$ cat config.mk
export PLATFORM = sky130hd
export DESIGN_NAME = gated_period_timer
export DESIGN_NICKNAME = d
export VERILOG_FILES = /design/src/rtl/tmr_pkg.sv /design/src/rtl/tmr_pin_sync.sv /design/src/rtl/tmr_edge.sv /design/src/rtl/tmr_tick_sel.sv /design/src/rtl/tmr_count_core.sv /design/src/rtl/gated_period_timer.sv
export SDC_FILE = /design/constraint.sdc
export NUM_CORES = 1
export LEC_CHECK = 0
export BUFFER_PORTS_ARGS = -buffer_cell sky130_fd_sc_hd__buf_4
export CORE_MARGIN = 2
export CORE_UTILIZATION = 50
export DETAILED_ROUTE_END_ITERATION = 8
export GPL_ROUTABILITY_DRIVEN = 0
export PLACE_DENSITY = 0.85
export SLEW_MARGIN = 20
export SYNTH_ARGS = -nofsm -noshare
export SYNTH_HDL_FRONTEND = slang
export SYNTH_HIERARCHICAL = 1
export SYNTH_SLANG_ARGS = --single-unit
$ cat constraint.sdc
create_clock -name clk -period 1.9 [get_ports clk]
set_input_delay 0.38 -clock clk [delete_from_list [all_inputs] [get_ports clk]]
set_output_delay 0.38 -clock clk [all_outputs]
set_load 0.02 [all_outputs]
$ cat src/rtl/tmr_pkg.sv
package tmr_pkg;
   typedef enum logic [1:0] {
      SRC_SYSCLK = 2'b00,
      SRC_EDGES  = 2'b01,
      SRC_GATED  = 2'b10,
      SRC_NONE   = 2'b11
   } tmr_src_e;
endpackage

$ cat src/rtl/tmr_pin_sync.sv
module tmr_pin_sync #(
   parameter int STAGES = 2
) (
   input  logic clk,
   input  logic rst_n,
   input  logic d,
   output logic q
);
   if (STAGES < 2) begin : g_bad_stages
      $error("tmr_pin_sync: STAGES must be at least 2");
   end

   logic [STAGES-1:0] chain;

   always_ff @(posedge clk) begin
      if (!rst_n) chain <= '0;
      else        chain <= {chain[STAGES-2:0], d};
   end

   assign q = chain[STAGES-1];
endmodule

$ cat src/rtl/tmr_edge.sv
module tmr_edge (
   input  logic clk,
   input  logic rst_n,
   input  logic level,
   output logic rise,
   output logic fall
);
   logic prev;

   always_ff @(posedge clk) begin
      if (!rst_n) prev <= 1'b0;
      else        prev <= level;
   end

   assign rise = level & ~prev;
   assign fall = ~level & prev;

   p_edges_exclusive_r3: assert property (@(posedge clk) disable iff (!rst_n)
      !(rise && fall));
endmodule

$ cat src/rtl/tmr_tick_sel.sv
module tmr_tick_sel
   import tmr_pkg::*;
(
   input  logic       clk,
   input  logic       rst_n,
   input  logic [1:0] mode,
   input  logic       enable,
   input  logic       level,
   input  logic       rise,
   input  logic       fall,
   input  logic       wrap,
   output logic       tick,
   output logic       gate_irq
);
   tmr_src_e src;
   logic     lock;

   assign src = tmr_src_e'(mode);

   always_comb begin
      unique case (src)
         SRC_SYSCLK: tick = enable;
         SRC_EDGES:  tick = enable & rise;
         SRC_GATED:  tick = enable & level & ~lock;
         default:    tick = 1'b0;
      endcase
   end

   // lock-out after a match in gated mode, released by a low gate
   always_ff @(posedge clk) begin
      if (!rst_n)                          lock <= 1'b0;
      else if (src != SRC_GATED || !level) lock <= 1'b0;
      else if (wrap)                       lock <= 1'b1;
   end

   always_ff @(posedge clk) begin
      if (!rst_n) gate_irq <= 1'b0;
      else        gate_irq <= enable && (src == SRC_GATED) && fall;
   end

   p_gate_src_r7: assert property (@(posedge clk) disable iff (!rst_n)
      gate_irq |-> ($past(mode) == SRC_GATED));

   p_lock_blocks_r6: assert property (@(posedge clk) disable iff (!rst_n)
      (lock && src == SRC_GATED) |-> !tick);
endmodule

$ cat src/rtl/tmr_count_core.sv
module tmr_count_core #(
   parameter int CNT_W = 16
) (
   input  logic             clk,
   input  logic             rst_n,
   input  logic             tick,
   input  logic [CNT_W-1:0] period,
   output logic [CNT_W-1:0] count,
   output logic             wrap,
   output logic             match_irq
);
   localparam logic [CNT_W-1:0] ZERO = '0;
   localparam logic [CNT_W-1:0] ONE  = CNT_W'(1);

   assign wrap = tick && (count == period);

   always_ff @(posedge clk) begin
      if (!rst_n) begin
         count     <= ZERO;
         match_irq <= 1'b0;
      end else begin
         match_irq <= wrap;
         if (tick) count <= wrap ? ZERO : count + ONE;
      end
   end

   p_step_r2: assert property (@(posedge clk) disable iff (!rst_n)
      (count == $past(count)) || (count == $past(count) + ONE) || (count == ZERO));

   p_match_zero_r5: assert property (@(posedge clk) disable iff (!rst_n)
      match_irq |-> (count == ZERO));

   p_match_pulse_r5: assert property (@(posedge clk) disable iff (!rst_n)
      match_irq |=> (!match_irq || $past(period) == ZERO));
endmodule

$ cat src/rtl/gated_period_timer.sv
module gated_period_timer
   import tmr_pkg::*;
#(
   parameter int CNT_W       = 16,
   parameter int SYNC_STAGES = 2
) (
   input  logic             clk,
   input  logic             rst_n,
   input  logic             ext_pin,
   input  logic [1:0]       mode,
   input  logic             enable,
   input  logic [CNT_W-1:0] period,
   output logic [CNT_W-1:0] count,
   output logic             match_irq,
   output logic             gate_irq
);
   if (CNT_W < 2 || CNT_W > 32) begin : g_bad_width
      $error("gated_period_timer: CNT_W must lie in 2..32");
   end

   logic pin_s, rise, fall, tick, wrap;

   tmr_pin_sync #(.STAGES(SYNC_STAGES)) u_sync (
      .clk(clk), .rst_n(rst_n), .d(ext_pin), .q(pin_s));

   tmr_edge u_edge (
      .clk(clk), .rst_n(rst_n), .level(pin_s), .rise(rise), .fall(fall));

   tmr_tick_sel u_sel (
      .clk(clk), .rst_n(rst_n), .mode(mode), .enable(enable),
      .level(pin_s), .rise(rise), .fall(fall), .wrap(wrap),
      .tick(tick), .gate_irq(gate_irq));

   tmr_count_core #(.CNT_W(CNT_W)) u_core (
      .clk(clk), .rst_n(rst_n), .tick(tick), .period(period),
      .count(count), .wrap(wrap), .match_irq(match_irq));

   p_freeze_r8: assert property (@(posedge clk) disable iff (!rst_n)
      !enable |=> ($stable(count) && !match_irq && !gate_irq));

   p_gate_hold_r7: assert property (@(posedge clk) disable iff (!rst_n)
      gate_irq |-> $stable(count));

   p_reserved_r10: assert property (@(posedge clk) disable iff (!rst_n)
      (mode == SRC_NONE) |=> ($stable(count) && !match_irq && !gate_irq));
endmodule

==> flow_metrics.env, run 1 <==
export IMPL_portBuffers=39
export IMPL_crit_type="reg -> reg"
export IMPL_initial_core_util_pct=52.1
export IMPL_ys_flop_type="dfxtp_1"
export IMPL_fin_crit_sh_pct=93.8
export IMPL_worstPathCellList="nor2b_2, nor2b_4, o21ai_4, nand4_4, nor4_2, xnor2_1, a211oi_2"
export IMPL_grt_pass1_vias=1064
export IMPL_grt_max_degree=16
export IMPL_skew_ns=0.00753
export IMPL_synthSimpleGateAreaFrac_pct=24.1
export IMPL_synth_top_cell_by_area="dfxtp_1"
export IMPL_rows=18
export IMPL_hold_viol_final=0
export IMPL_cts_max_level=1
export IMPL_ys_top_cells_by_area="dfxtp_1 34%, xnor2_1 11%, xor2_1 10%, a211oi_2 8.8%, nor4_1 3.9%"
export IMPL_setup_viol=0
export IMPL_antenna_found_initial=0
export IMPL_post_route_drc_count=0
export IMPL_min_path_type="in -> reg"
export IMPL_cts_made_buffers=3
export IMPL_synth_mux_area_share_pct=0
export IMPL_p_per_area_nw_per_um2=468
export IMPL_critPathSlowestCell="nor4_2"
export IMPL_wirelength_um=3100
export IMPL_synth_nets=157
export IMPL_synth_xor_area_share_pct=21.2
export IMPL_arrival_ns=2.01
export IMPL_worst_slew_pin_slew_ns=0.398
export IMPL_critPathLaunchType="register"
export IMPL_ys_ff_latch=22
export IMPL_worst_path_max_fanout=7
export IMPL_crit_family="simple AND/OR/NAND/NOR gates"
export IMPL_crit_buf_inv=0
export IMPL_outcome="completed"
export IMPL_nets=202
export IMPL_critPathCapture="u_core/count[14]$_SDFFE_PN0P_"
export IMPL_grtUsageTotal_pct=22.4
export IMPL_die_w_um=54.6
export IMPL_maxSlewViolCount=0
export IMPL_yosysMostFrequentCell="dfxtp_1"
export IMPL_whs_path_depth=2
export IMPL_cts_sinks=22
export IMPL_cap_violations=0
export IMPL_r2r_cells=7
export IMPL_dpl_cell_area_um2=1620
export IMPL_drt_initial_drc_count=14
export IMPL_vias=1149
export IMPL_dieArea_um2=2980
export IMPL_cts_root_buf="clkbuf_4"
export IMPL_end_kind="register"
export IMPL_synth_cell_area_um2=1280
export IMPL_synth_top_family_by_area="simple AND/OR/NAND/NOR gates"
export IMPL_ir_drop_uv=433
export IMPL_critPathMaxStageDelay_ns=0.37
export IMPL_synth_common_cells="22 x dfxtp_1, 16 x xnor2_1, 15 x xor2_1"
export IMPL_avgSynthCellArea_um2=9.54
export IMPL_netlist_instances=134
export IMPL_hold_buffers=0
export IMPL_drive_above_1_share_pct=39.0
export IMPL_cts_resized=4
export IMPL_finalCriticalPeriod_ns=1.78
export IMPL_worst_r2r_startpoint="u_sync/chain[1]$_SDFF_PN0_"
export IMPL_synth_warnings=6
export IMPL_antennaDiodeCount=0
export IMPL_rr_endpoint="u_core/count[14]$_SDFFE_PN0P_"
export IMPL_ys_seq_area_share_pct=34.4
export IMPL_worst_ep_required_time_ns=2.13
export IMPL_insertion_delay_ns=0.30
export IMPL_drtAntennaViolNets=0
export IMPL_finalPower_mw=0.795
export IMPL_synth_compound_area_share_pct=14.6
export IMPL_clkTransAtPathRegs_ns=0.12
export IMPL_fmax_ghz=0.561
export IMPL_cts_tree="done"
export IMPL_area_growth_pct=32.9
export IMPL_overflow=0
export IMPL_power_leakage_nw=0.664
export IMPL_synth_top_area_share_pct=34.4
export IMPL_drt_first_pass_iters=4
export IMPL_max_slew_margin_pct=73.3
export IMPL_coreArea_um2=2450
export IMPL_die_y_um=54.6
export IMPL_routedWlPerCell_um=15.0
export IMPL_ys_types=31
export IMPL_async_reset_ff_share_pct=0
export IMPL_r2r_slack_ns=0.12
export IMPL_io_pins=40
export IMPL_synth_adder_area_share_pct=0.978
export IMPL_vias_per_cell=5.55
export IMPL_cp_startpoint="u_sync/chain[1]$_SDFF_PN0_"
export IMPL_clockBufferDepth=2
export IMPL_dp_hpwl_um=2270
export IMPL_grt_pass1_wl_um=4710
export IMPL_synth_edff_count=0
export IMPL_rsz0062_at_grt="false"
export IMPL_stdcell_area_um2=1700
export IMPL_crit_cells=7
export IMPL_post_cts_setup_buffers=0
metrics by stage:
| step | worst slack [ns] | hold slack, ns | utilization (%) | TNS (ns) | std cells |
|---|---|---|---|---|---|
| 5_1_grt | 0.0158 | 0.249 | 69.2 | 0 | 207 |
| 2_1_floorplan | 0.113 | 0.412 | - | 0 | 134 |
| 4_1_cts | 0.0534 | 0.242 | 68.2 | 0 | 207 |
| 3_5_place_dp | -0.0632 | 0.422 | 66.2 | -0.103 | 204 |
| 3_3_place_gp | 0.0464 | 0.415 | 66.2 | 0 | 204 |
| 6_report | 0.118 | 0.255 | 69.2 | 0 | 207 |
layout make-up:
type | instances | area (um2)
multi-input cells | 101 | 831
inverters | 4 | 15.0
repair buffers | 47 | 353
clock buffers | 3 | 22.5
flip-flops and latches | 22 | 440
fillers | 190 | 756
well taps | 30 | 37.5
logic make-up after synthesis:
| group | Yosys count |
|---|---|
| DFF | 22 |
| and+or+nand+nor | 50 |
| adders and majority gates | 1 |
| xor gates and xnor gates | 31 |
| AOI/OAI and AO/OA | 19 |
| buffers and inverters | 11 |
how the worst min path moves through the flow:
stage,from,endpoint,slack (ns)
finish,mode[0],u_sel/gate_irq$_SDFF_PN0_,0.26
detailed placement,u_sync/chain[0]$_SDFF_PN0_,u_sync/chain[1]$_SDFF_PN0_,0.42
CTS,mode[0],u_sel/gate_irq$_SDFF_PN0_,0.24
global placement,u_sync/chain[0]$_SDFF_PN0_,u_sync/chain[1]$_SDFF_PN0_,0.42
floorplan,u_sync/chain[0]$_SDFF_PN0_,u_sync/chain[1]$_SDFF_PN0_,0.41
global route,mode[0],u_sel/lock$_SDFFE_PP0P_,0.25
report_power, final:
group	switching, mW	internal, mW
clock	0.134	0.0739
combinational	0.0536	0.0627
sequential	0.00382	0.467
registers in the layout, summed over array words and instances, names as in the netlist:
name	count
u_core/count	16
u_core/match_irq	1
u_edge/prev	1
u_sel/gate_irq	1
u_sel/lock	1
u_sync/chain	2
per-layer routing:
| metal | GRT usage [%] | vias up | part of all wire, % |
|---|---|---|---|
| met4 | 13.3 | 0 | 1.6 |
| met3 | 3.83 | 6 | 6.0 |
| met2 | 34.3 | 45 | 50 |
| met1 | 29.3 | 533 | 43 |
| li1 | - | 565 | - |
| met5 | 0 | - | 0 |
cell usage in the layout, fill, tap and decap left out:
cell	count
nor4_2	4
nand3_1	3
a211oi_1	6
o21ai_0	1
nand4_1	5
nand2b_1	2
ha_1	1
nand4_4	2
a211oi_2	9
o211ai_1	1
nor2b_2	1
xnor2_1	16
xor2_1	15
nor2_1	2
or3_1	1
nor2b_1	1
nor4_1	4
nand2_1	11
inv_1	4
o21bai_1	1
o21ai_4	1
nor3_1	7
nor2b_4	1
nand4bb_1	1
nor4_4	1
buf_4	47
and2_1	3
and3_1	1
dfxtp_1	22
clkbuf_4	3
(Power assumes the default switching activity.)
==> inputs of run 2 (changes only) <==
--- a/config.mk
+++ b/config.mk
@@ -11,6 +11,7 @@
 export DETAILED_ROUTE_END_ITERATION = 8
 export GPL_ROUTABILITY_DRIVEN = 0
 export PLACE_DENSITY = 0.85
+export RECOVER_POWER = 50
 export SLEW_MARGIN = 20
 export SYNTH_ARGS = -nofsm -noshare
 export SYNTH_HDL_FRONTEND = slang
==> run 2 against run 1 <==
Maximum frequency hardly changed. Hold slack better by 0.0020 ns. Cell count stayed put. Via count is 0.52% higher. Critical path depth stayed put. Combinational power hardly changed. Sequential power hardly changed. Power is 0.84% lower.
==> flow_metrics.env, run 2 (synthesis results as in run 1) <==
export IMPL_clockBufferDepth=2
export IMPL_crit_buf_inv=0
export IMPL_die_y_um=54.6
export IMPL_cts_root_buf="clkbuf_4"
export IMPL_p_per_area_nw_per_um2=482
export IMPL_finalCriticalPeriod_ns=1.78
export IMPL_fin_crit_sh_pct=93.8
export IMPL_power_leakage_nw=0.592
export IMPL_overflow=0
export IMPL_antenna_found_initial=0
export IMPL_post_cts_setup_buffers=0
export IMPL_hold_viol_final=0
export IMPL_grtUsageTotal_pct=22.4
export IMPL_worst_ep_required_time_ns=2.12
export IMPL_min_path_type="in -> reg"
export IMPL_routedWlPerCell_um=14.9
export IMPL_final_core_util_pct=66.6
export IMPL_reg_largest_list="u_core/count (16), u_sync/chain (2)"
export IMPL_cts_sinks=22
export IMPL_rsz0062_at_grt="false"
export IMPL_final_cell_mix="30 x buf_4, 22 x dfxtp_1, 17 x clkbuf_1"
export IMPL_nets=202
export IMPL_io_pins=40
export IMPL_arrival_ns=2.00
export IMPL_cap_violations=0
export IMPL_drt_first_pass_iters=4
export IMPL_area_growth_pct=27.9
export IMPL_dieArea_um2=2980
export IMPL_rows=18
export IMPL_fmax_ghz=0.561
export IMPL_wirelength_um=3080
export IMPL_worstPathCellList="nor2b_2, nor2b_4, o21ai_4, nand4_4, nor4_4, xnor2_1, a211oi_2"
export IMPL_outcome="completed"
export IMPL_worst_path_max_fanout=7
export IMPL_initial_core_util_pct=52.1
export IMPL_maxSlewViolCount=0
export IMPL_skew_ns=0.00647
export IMPL_max_slew_margin_pct=73.7
export IMPL_final_setup_worst_slack_ns=0.118
export IMPL_crit_family="simple AND/OR/NAND/NOR gates"
export IMPL_dp_hpwl_um=2270
export IMPL_ir_drop_uv=430
export IMPL_cts_tree="done"
export IMPL_n_fill_cell=207
export IMPL_final_common_cell="buf_4"
export IMPL_end_kind="register"
export IMPL_vias_per_cell=5.58
export IMPL_cts_made_buffers=3
export IMPL_largest_reg_flops=16
export IMPL_insertion_delay_ns=0.30
export IMPL_coreArea_um2=2450
export IMPL_worst_slew_pin_slew_ns=0.391
export IMPL_crit_type="reg -> reg"
export IMPL_critPathSlowestCell="dfxtp_1"
export IMPL_dp_slack_ns=-0.0632
export IMPL_hold_buffers=0
export IMPL_antennaDiodeCount=0
export IMPL_critPathMaxStageDelay_ns=0.34
export IMPL_dpl_cell_area_um2=1620
export IMPL_die_w_um=54.6
export IMPL_cts_max_level=1
export IMPL_final_setup_tns_ns=0
export IMPL_portBuffers=39
export IMPL_grt_pass1_wl_um=4710
export IMPL_grt_pass1_vias=1064
export IMPL_clkTransAtPathRegs_ns=0.12
export IMPL_stdcell_area_um2=1640
export IMPL_post_route_drc_count=0
export IMPL_drtAntennaViolNets=0
export IMPL_vias=1155
export IMPL_critPathLaunchType="register"
export IMPL_grt_max_degree=16
export IMPL_drive_above_1_share_pct=29.4
export IMPL_setup_viol=0
export IMPL_drt_initial_drc_count=17
export IMPL_top_register="u_core/count"
## run 2: cell types whose count changed in the layout (fill, tap and decap cells not counted)
cell      change
clkbuf_1     +17
buf_4        -17
## run 2: repair_timing
item	4_1_cts	5_1_grt
setup endpoints to repair	3	7
pin swaps	0	0
gates resized for setup	4	4
## run 2: metal layers
layer	vias to the layer above	part of all wire (%)	global-route usage, %
met5	-	0	0
met4	0	1.9	13.3
met3	8	6.4	3.83
met2	47	49	34.3
met1	537	43	29.3
li1	563	-	-
## run 2: area by class of cell
cell class	instances	area (um2)	share of cell area, %
clock buffers	3	22.5	1.38
inverters	4	15.0	0.918
multi-input cells	101	831	50.8
flip-flops and latches	22	440	26.9
well taps	30	37.5	2.30
repair buffers	47	289	17.7
## run 2: where the power goes
part	leakage, nW	total (mW)	internal (mW)	switching [mW]
registers	0.178	0.471	0.467	0.00363
logic	0.401	0.113	0.0590	0.0539
clock network	0.0138	0.205	0.0738	0.131
## run 2: final timing paths
| check | startpoint | to | slack, ns | depth (start not counted) |
|---|---|---|---|---|
| worst max-delay path | u_sync/chain[1]$_SDFF_PN0_ | u_core/count[13]$_SDFFE_PN0P_ | 0.12 | 7 |
| worst min-delay path | mode[0] | u_sel/gate_irq$_SDFF_PN0_ | 0.26 | 2 |
| worst max register to register | u_sync/chain[1]$_SDFF_PN0_ | u_core/count[13]$_SDFFE_PN0P_ | 0.12 | 7 |
| worst min register to register | u_sync/chain[0]$_SDFF_PN0_ | u_sync/chain[1]$_SDFF_PN0_ | 0.45 | 1 |
## run 2: through the flow
step / hold WS, ns / power [mW] / instances
after floorplan: 0.412 / 0.533 / 134
after global placement: 0.415 / 0.592 / 204
after detailed placement: 0.422 / 0.595 / 204
after CTS: 0.242 / 0.800 / 207
after global routing: 0.249 / 0.828 / 207
final: 0.257 / 0.788 / 207
## run 2: worst reg2reg max path: cells and delay by family, from the launching register on
kind,cells,cell delay [ns]
and+or+nand+nor,4,0.74
AOI/OAI and AO/OA,2,0.48
DFF,1,0.34
xor gates and xnor gates,1,0.15
==> inputs of run 3 (changes only) <==
--- a/config.mk
+++ b/config.mk
@@ -7,7 +7,7 @@
 export LEC_CHECK = 0
 export BUFFER_PORTS_ARGS = -buffer_cell sky130_fd_sc_hd__buf_4
 export CORE_MARGIN = 2
-export CORE_UTILIZATION = 50
+export CORE_UTILIZATION = 49
 export DETAILED_ROUTE_END_ITERATION = 8
 export GPL_ROUTABILITY_DRIVEN = 0
 export PLACE_DENSITY = 0.85
@@ -15,5 +15,4 @@
 export SLEW_MARGIN = 20
 export SYNTH_ARGS = -nofsm -noshare
 export SYNTH_HDL_FRONTEND = slang
-export SYNTH_HIERARCHICAL = 1
 export SYNTH_SLANG_ARGS = --single-unit
==> run 3 against run 2 <==
Highest routed layer unchanged. Combinational power is 7% lower. Power is 7.1% higher. Die area is 3.5% lower. Clock power is 30% higher. Clock-buffer cell count is 1 higher. Clock skew hardly changed. Cell count is 2.9% higher. Flip-flop and latch count stayed put. Worst setup slack worse by 0.0093 ns. Register-to-register slack hardly changed.
==> flow_metrics.env, run 3 <==
export IMPL_outcome="completed"
export IMPL_drt_initial_drc_count=38
export IMPL_coreArea_um2=2280
export IMPL_final_common_cell="buf_4"
export IMPL_worst_path_max_fanout=10
export IMPL_hp_start="ext_pin"
export IMPL_rr_endpoint="u_core.count[12]$_SDFFE_PN0P_"
export IMPL_drive_above_1_share_pct=28.1
export IMPL_overflow=0
export IMPL_async_reset_ff_share_pct=0
export IMPL_synth_edff_count=0
export IMPL_fin_crit_sh_pct=94.3
export IMPL_grt_pass1_vias=1106
export IMPL_end_kind="register"
export IMPL_stdcell_area_um2=1580
export IMPL_rsz0062_at_grt="false"
export IMPL_synth_warnings=0
export IMPL_setup_viol=0
export IMPL_hold_path_end="u_sync.chain[0]$_SDFF_PN0_"
export IMPL_ir_drop_uv=438
export IMPL_cts_root_buf="clkbuf_4"
export IMPL_maxSlewViolCount=0
export IMPL_dpl_cell_area_um2=1580
export IMPL_dieArea_um2=2870
export IMPL_skew_ns=0.00672
export IMPL_hold_buffers=0
export IMPL_min_path_type="in -> reg"
export IMPL_r2r_cells=5
export IMPL_whs_path_depth=2
export IMPL_drt_first_pass_iters=4
export IMPL_rows=17
export IMPL_worst_ep_required_time_ns=2.15
export IMPL_finalCriticalPeriod_ns=1.79
export IMPL_finalPower_mw=0.844
export IMPL_die_y_um=53.6
export IMPL_ys_types=37
export IMPL_post_route_drc_count=0
export IMPL_clkTransAtPathRegs_ns=0.13
export IMPL_area_growth_pct=31.3
export IMPL_final_cell_mix="35 x buf_4, 20 x xor2_1, 20 x dfxtp_1"
export IMPL_initial_core_util_pct=53.0
export IMPL_p_per_area_nw_per_um2=533
export IMPL_avgSynthCellArea_um2=8.80
export IMPL_cts_max_level=1
export IMPL_routedWlPerCell_um=14.7
export IMPL_n_fill_cell=209
export IMPL_portBuffers=39
export IMPL_insertion_delay_ns=0.31
export IMPL_grtUsageTotal_pct=23.6
export IMPL_vias_per_cell=5.67
export IMPL_cp_startpoint="u_core.count[0]$_SDFFE_PN0P_"
export IMPL_final_setup_tns_ns=0
export IMPL_hold_viol_final=0
export IMPL_grt_pass1_wl_um=4860
export IMPL_nets=209
export IMPL_ys_flop_type="dfxtp_1"
export IMPL_ys_top_cells_by_area="dfxtp_1 37%, xor2_1 15%, o211ai_1 4.4%, nand2_1 4.0%, a21oi_1 3.3%"
export IMPL_critPathLaunchType="register"
export IMPL_top_register="u_core.count"
export IMPL_synth_common_cells="22 x dfxtp_1, 20 x xor2_1, 13 x nand2_1"
export IMPL_synth_cell_area_um2=1210
export IMPL_antenna_found_initial=0
export IMPL_cts_made_buffers=3
export IMPL_wirelength_um=3130
export IMPL_worst_slew_pin_slew_ns=0.391
export IMPL_crit_type="reg -> reg"
export IMPL_antennaDiodeCount=0
export IMPL_cts_tree="done"
export IMPL_synth_nets=160
export IMPL_max_slew_margin_pct=74.0
export IMPL_netlist_instances=137
export IMPL_cap_violations=0
export IMPL_fmax_ghz=0.558
export IMPL_io_pins=40
export IMPL_ys_ff_latch=22
export IMPL_clockBufferDepth=2
export IMPL_largest_reg_flops=16
export IMPL_r2r_slack_ns=0.11
export IMPL_grt_max_degree=14
export IMPL_worst_r2r_startpoint="u_core.count[0]$_SDFFE_PN0P_"
export IMPL_drtAntennaViolNets=0
export IMPL_vias=1208
export IMPL_synth_top_area_share_pct=36.5
export IMPL_synth_top_cell_by_area="dfxtp_1"
export IMPL_cts_sinks=22
export IMPL_dp_hpwl_um=2420
export IMPL_arrival_ns=2.04
export IMPL_ys_seq_area_share_pct=36.5
export IMPL_power_leakage_nw=0.645
export IMPL_yosysMostFrequentCell="dfxtp_1"
export IMPL_reg_largest_list="u_core.count (16), u_sync.chain (2)"
export IMPL_die_w_um=53.6
## run 3: changes by cell type in the layout (fill, tap and decap cells not counted), sizes merged, moves of 5 or more
cell,before,now
nor4,9,4
buf,30,35
a211oi,15,0
nor3,7,2
nor2,2,8
o31ai,0,5
o211ai,1,7
xnor2,16,0
nand3,3,9
xor2,15,20
or4,0,5
a21oi,0,9
## run 3: metrics by stage
step                      std cells  hold slack (ns)  setup WS, ns  utilization (%)
after floorplan                 137            0.412        0.0291                -
after global placement          209            0.414       -0.0374             69.6
after detailed placement        209            0.430        -0.147             69.6
after CTS                       213            0.265        0.0686             71.4
after global routing            213            0.279       0.00355             69.6
final                           213            0.267         0.109             69.6
## run 3: how the worst max path moves through the flow
stage,endpoint,slack (ns)
floorplan,u_core.count[14]$_SDFFE_PN0P_,0.03
global placement,u_core.count[12]$_SDFFE_PN0P_,-0.04
detailed placement,u_core.count[12]$_SDFFE_PN0P_,-0.15
CTS,u_core.count[12]$_SDFFE_PN0P_,0.07
global route,u_core.count[2]$_SDFFE_PN0P_,0.004
finish,u_core.count[12]$_SDFFE_PN0P_,0.11
## run 3: cell families (layout without fill, tap and decap cells)
family | Yosys count | after routing | share of synthesized area, %
AO/OA/AOI/OAI | 28 | 28 | 15.9
adder cells (fa/ha/maj) | 1 | 1 | 1.04
buffers and inverters | 5 | 53 | 1.76
XOR/XNOR | 20 | 20 | 14.5
AND/OR/NAND/NOR | 61 | 61 | 30.3
flip-flops | 22 | 22 | 36.5
## run 3: report_power, final
group          leakage (nW)  total (mW)  switching (mW)  internal, mW
sequential            0.179       0.473         0.00728         0.466
clock                0.0210       0.266           0.149         0.117
combinational         0.445       0.105          0.0510        0.0545
## run 3: area by class of cell
class	instances	area [um2]	area share, %
Clock buffer	4	36.3	2.29
Inverter	1	3.75	0.237
Multi-Input combinational cell	110	749	47.3
Sequential cell	22	448	28.3
Tap cell	28	35.0	2.21
Timing Repair Buffer	48	312	19.7
## run 3: metal layers
layer	wire, um	up-vias	GRT usage [%]
met5	0	-	0
met4	40	0	6.41
met3	211	6	4.17
met2	1550	57	42.8
met1	1330	547	28.4
li1	-	598	-
## run 3: repair_timing
item,in CTS,in global routing
buffers inserted,0,0
resized for setup,4,3
setup endpoints to repair,4,1
## run 3: critical path, cell delays in order, from the launching register on
cell     delay, ns
dfxtp_4       0.40
ha_2          0.20
nand3_1       0.14
or2_4         0.34
or4_1         0.48
a21oi_1       0.16
